### config.mk
export PLATFORM = sky130hd
export DESIGN_NAME = lads_selector
export DESIGN_NICKNAME = d
export VERILOG_FILES = /design/src/rtl/lads_pkg.sv /design/src/rtl/lads_lane_mux.sv /design/src/rtl/lads_control.sv /design/src/rtl/lads_datapath.sv /design/src/rtl/lads_selector.sv
export SDC_FILE = /design/constraint.sdc
export NUM_CORES = 1
export LEC_CHECK = 0
export BUFFER_PORTS_ARGS = -buffer_cell sky130_fd_sc_hd__buf_2
export CORE_AREA = 2 2 39 41
export DETAILED_ROUTE_END_ITERATION = 8
export DIE_AREA = 0 0 41 43
export PLACE_DENSITY = 0.57
export SYNTH_ARGS = -nofsm -noshare
export SYNTH_HDL_FRONTEND = slang
export SYNTH_SLANG_ARGS = --single-unit
### constraint.sdc
create_clock -name clk -period 1.9 [get_ports clk]
set_input_delay 0.38 -clock clk [delete_from_list [all_inputs] [get_ports clk]]
set_output_delay 0.38 -clock clk [all_outputs]
set_load 0.01 [all_outputs]
### src/rtl/lads_pkg.sv
package lads_pkg;

  // strobes from the control to the datapath
  typedef struct packed {
    logic seedHist;  // use an all-zero history for lane 0 this cycle
    logic advance;   // capture decisions and history at this edge
  } lads_strobe_t;

endpackage

### src/rtl/lads_lane_mux.sv
module lads_lane_mux #(
  parameter int HIST = 2
) (
  input  logic [(1<<HIST)-1:0] cand,
  input  logic [HIST-1:0]      sel,
  output logic                 bitOut
);

  // sel bit 0: bit one back, sel bit 1: bit two back
  assign bitOut = cand[sel];

endmodule

### src/rtl/lads_control.sv
module lads_control
  import lads_pkg::*;
(
  input  logic         clk,
  input  logic         rstN,
  output lads_strobe_t strb,
  output logic         outValid
);

  typedef enum logic {ST_SEED, ST_RUN} state_t;
  state_t state;

  always_ff @(posedge clk or negedge rstN) begin
    if (!rstN) begin
      state    <= ST_SEED;
      outValid <= 1'b0;
    end else begin
      state    <= ST_RUN;
      outValid <= 1'b1;
    end
  end

  always_comb begin
    strb.seedHist = (state == ST_SEED);
    strb.advance  = 1'b1;
  end

  // valid is raised by the first capture edge and then stays high
  p_valid_rise_r2: assert property (@(posedge clk) disable iff (!rstN)
    1'b1 |=> outValid);

endmodule

### src/rtl/lads_datapath.sv
module lads_datapath
  import lads_pkg::*;
#(
  parameter int LANES = 4,
  parameter int HIST  = 2
) (
  input  logic                        clk,
  input  logic                        rstN,
  input  lads_strobe_t                strb,
  input  logic [LANES*(1<<HIST)-1:0]  samples,
  output logic [LANES-1:0]            dataOut,
  output logic [HIST-1:0]             histOut
);

  localparam int CANDS = 1 << HIST;
  localparam int CHAIN = HIST + LANES;

  logic [HIST-1:0]  histReg;
  logic [HIST-1:0]  histUse;
  logic [CHAIN-1:0] chain;     // oldest bit at index 0
  logic [LANES-1:0] decision;

  assign histUse = strb.seedHist ? '0 : histReg;

  for (genvar j = 0; j < HIST; j++) begin : g_seed
    assign chain[HIST-1-j] = histUse[j];
  end

  // ripple of selections through the lanes, earliest lane first
  for (genvar p = 0; p < LANES; p++) begin : g_lane
    logic [HIST-1:0] sel;
    for (genvar j = 0; j < HIST; j++) begin : g_sel
      assign sel[j] = chain[HIST+p-1-j];
    end
    lads_lane_mux #(.HIST(HIST)) u_mux (
      .cand   (samples[p*CANDS +: CANDS]),
      .sel    (sel),
      .bitOut (decision[p])
    );
    assign chain[HIST+p] = decision[p];
  end

  always_ff @(posedge clk or negedge rstN) begin
    if (!rstN) begin
      dataOut <= '0;
      histReg <= '0;
    end else if (strb.advance) begin
      dataOut <= decision;
      for (int j = 0; j < HIST; j++) histReg[j] <= decision[LANES-1-j];
    end
  end

  assign histOut = histReg;

  // ---------------- checks against the previous cycle ----------------
  logic [LANES*CANDS-1:0] sampPrev;
  logic [HIST-1:0]        histPrev;
  logic                   chkArmed;
  logic [CHAIN-1:0]       chkChain;

  always_ff @(posedge clk or negedge rstN) begin
    if (!rstN) begin
      sampPrev <= '0;
      histPrev <= '0;
      chkArmed <= 1'b0;
    end else begin
      sampPrev <= samples;
      histPrev <= histUse;
      chkArmed <= 1'b1;
    end
  end

  always_comb begin
    for (int j = 0; j < HIST; j++) chkChain[HIST-1-j] = histPrev[j];
    chkChain[HIST +: LANES] = dataOut;
  end

  for (genvar p = 0; p < LANES; p++) begin : g_chk
    logic [HIST-1:0] idxChk;
    for (genvar j = 0; j < HIST; j++) begin : g_idx
      assign idxChk[j] = chkChain[HIST+p-1-j];
    end
    if (p == 0) begin : g_first
      // lane 0 follows the history carried over from the last cycle
      p_lane0_hist_r4: assert property (@(posedge clk) disable iff (!rstN)
        chkArmed |-> dataOut[0] == sampPrev[idxChk]);
    end else begin : g_rest
      // later lanes follow decisions of the same cycle
      p_lane_pick_r6: assert property (@(posedge clk) disable iff (!rstN)
        chkArmed |-> dataOut[p] == sampPrev[p*CANDS + int'(idxChk)]);
    end
  end

  // exported history is the tail of the captured word
  for (genvar j = 0; j < HIST; j++) begin : g_tail
    p_hist_tail_r8: assert property (@(posedge clk) disable iff (!rstN)
      chkArmed |-> histOut[j] == dataOut[LANES-1-j]);
  end

endmodule

### src/rtl/lads_selector.sv
module lads_selector
  import lads_pkg::*;
#(
  parameter int LANES = 4,
  parameter int HIST  = 2
) (
  input  logic                        clk,
  input  logic                        rstN,
  input  logic [LANES*(1<<HIST)-1:0]  samples,
  output logic [LANES-1:0]            dataOut,
  output logic [HIST-1:0]             histOut,
  output logic                        outValid
);

  lads_strobe_t strb;

  lads_control u_ctrl (
    .clk      (clk),
    .rstN     (rstN),
    .strb     (strb),
    .outValid (outValid)
  );

  lads_datapath #(.LANES(LANES), .HIST(HIST)) u_dp (
    .clk     (clk),
    .rstN    (rstN),
    .strb    (strb),
    .samples (samples),
    .dataOut (dataOut),
    .histOut (histOut)
  );

  // reset clears every output
  p_reset_clear_r1: assert property (@(posedge clk)
    !rstN |=> (!outValid && histOut == '0 && dataOut == '0));

endmodule

==> impl_metrics.env <==
export IMPL_crit_type="reg -> reg"
export IMPL_avgViaCountPerCell=3.97
export IMPL_m1WireLength_um=254
export IMPL_ys_seq_elements=5
export IMPL_start_kind="flop"
export IMPL_ir_worst_vdd_uv=311
export IMPL_wl_met3_um=130
export IMPL_drt_wl_total_um=638
export IMPL_num_io_pins=25
export IMPL_htreeDepth=1
export IMPL_endpoint_kind="flop"
export IMPL_drc=0
export IMPL_r2r_setup_slack_ns=0.18
export IMPL_finish_net_count=69
export IMPL_rsz0062_at_grt="no"
export IMPL_design_core_area_mm2=0.00138
export IMPL_netlist_cell_type_count=10
export IMPL_syn2layout_area_growth_pct=57.8
export IMPL_min_period_over_period_pct=90.4
export IMPL_syn_inst=23
export IMPL_antenna_found_initial=0
export IMPL_fin_worst_skew_ns=0.00160
export IMPL_hp_class="in -> reg"
export IMPL_seq_area_frac_synth_pct=44.8
export IMPL_path_cells="mux2i_1 -> o211ai_1 -> mux2i_2 -> mux2i_1 -> mux2i_1"
export IMPL_arrival_ns=1.83
export IMPL_top_layer_used="met3"
export IMPL_timing_fmax_mhz=583
export IMPL_clock_sinks=5
export IMPL_power_density_mw_per_mm2=926
export IMPL_cp_endpoint="u_dp.histOut[0]$_DFF_PN0_"
export IMPL_r2r_start="u_dp.dataOut[2]$_DFF_PN0_"
export IMPL_wl_met2_um=253
export IMPL_fp_row_count=14
export IMPL_critical_path_slowest_cell="dfrtp_1"
export IMPL_r2r_end="u_dp.histOut[0]$_DFF_PN0_"
export IMPL_place_congestion=0.688
export IMPL_overflow=0
export IMPL_die_w_um=41
export IMPL_syn_cell_area_um2=279
export IMPL_syn_avg_cell_area_um2=12.1
export IMPL_initial_utilization_pct=20.2
export IMPL_io_buffers=24
export IMPL_crit_path_start="u_dp.dataOut[2]$_DFF_PN0_"
export IMPL_root_buffer="clkbuf_4"
export IMPL_cts_tree="built"
export IMPL_crit_required_ns=2.01
export IMPL_cp_slowest_stage_delay_ns=0.41
export IMPL_finalSetupViolations=0
export IMPL_cts_resized=0
export IMPL_dr_first_iter_drc_count=3
export IMPL_crit_top_cell="mux2i_1"
export IMPL_ant_nets=0
export IMPL_num_vias=262
export IMPL_clk_latency_ns=0.24
export IMPL_clk_pin_slew_worst_paths_ns=0.04
export IMPL_final_layout_size_suffix_gt1_share_pct=58.0
export IMPL_tns_ns=0
export IMPL_clock_tree_buffer_depth=2
export IMPL_fin_crit_ns=1.72
export IMPL_grt_pass1_vias=250
export IMPL_die_h_um=43
export IMPL_reg2regPathDepth=5
export IMPL_slew_violations=0
export IMPL_synth_net_count=41
export IMPL_power_static_leakage_nw=0.245
export IMPL_grt_first_pass_wirelength_um=979
export IMPL_numCtsBuffers=3
export IMPL_dr_pass1_iters=4
export IMPL_ys_warn_count=0
export IMPL_cap_violations=0
export IMPL_routedWlPerCell_um=9.67
export IMPL_grtUsageTotal_pct=8.98
export IMPL_hold_start="samples[13]"
export IMPL_dieArea_mm2=0.00176
export IMPL_grt_max_degree=6
export IMPL_hold_violations=0
export IMPL_n_antenna_cell=0
export IMPL_mostFrequentLayoutCells="buf_2 (24), mux2i_1 (9), dfrtp_1 (5), clkbuf_4 (3)"
export IMPL_crit_fanout=5
export IMPL_fin_total_pwr_mw=0.408
export IMPL_final_common_cell="buf_2"
export IMPL_status="complete, no violations"
## flip-flops by register name, indices dropped and copies added, names as in the netlist
name             flops
u_dp.dataOut         3
u_dp.histOut         1
u_ctrl.outValid      1
## logic make-up after synthesis
kind of cell,Yosys count,synth area share [%]
AO/OA/AOI/OAI,2,4.48
buffers and inverters,2,5.38
flip-flops,5,44.8
multiplexers,10,37.2
other,1,1.34
AND/OR/NAND/NOR,3,6.73
## final cells by class
type,instances,area (um^2)
Fill cell,146,943
Tap cell,16,20.0
Timing Repair Buffer,25,130
Multi-Input combinational cell,16,139
Sequential cell,5,125
Clock buffer,4,26.3
## what timing repair did
action	4_1_cts	5_1_grt
endpoints found under the hold margin	5	0
hold buffers	1	0
buffers inserted	0	0
## power breakdown
group | internal [mW] | switching [mW]
clock network | 0.0794 | 0.0437
registers | 0.129 | 0.0170
logic | 0.0725 | 0.0665
total | 0.281 | 0.127
## worst min path at each step
stage          depth (start not counted)                   endpoint  slack, ns
5_1_grt                                3  u_dp.histOut[0]$_DFF_PN0_       0.46
3_3_place_gp                           1  u_dp.dataOut[1]$_DFF_PN0_       0.20
3_5_place_dp                           1  u_dp.dataOut[0]$_DFF_PN0_       0.19
4_1_cts                                3  u_dp.histOut[0]$_DFF_PN0_       0.45
2_1_floorplan                          0  u_ctrl.outValid$_DFF_PN0_       0.08
6_report                               3  u_dp.histOut[0]$_DFF_PN0_       0.45
## routing by layer
layer,track usage (%),vias up
li1,-,133
met1,9.80,105
met2,11.3,24
met3,7.33,0
met4,6.00,0
met5,0,-
## stage by stage
stage / hold slack, ns / utilization (%) / area, um^2 / cells / setup WS, ns
5_1_grt: 0.458 / 31.8 / 440 / 66 / 0.0471
4_1_cts: 0.446 / 31.8 / 440 / 66 / 0.141
6_report: 0.450 / 31.8 / 440 / 66 / 0.183
3_5_place_dp: 0.194 / 29.2 / 404 / 61 / 0.158
2_1_floorplan: 0.0844 / - / 279 / 23 / 0.292
3_3_place_gp: 0.198 / 29.2 / 404 / 61 / 0.264
## synth_stat cells
cell type	count	area share, %
mux2i_1	9	32
buf_4	2	5.4
mux2i_2	1	4.9
o21ai_0	1	1.8
nand2_1	1	1.3
dfrtp_1	5	45
nand2_2	1	2.2
conb_1	1	1.3
nand4b_1	1	3.1
o211ai_1	1	2.7
## critical path, delay by kind of cell (launching register included)
family / cells / cell delay, ns
AO/OA/AOI/OAI: 1 / 0.38
flip-flops: 1 / 0.41
multiplexers: 4 / 0.78
Power figures use the tool's default switching activity.
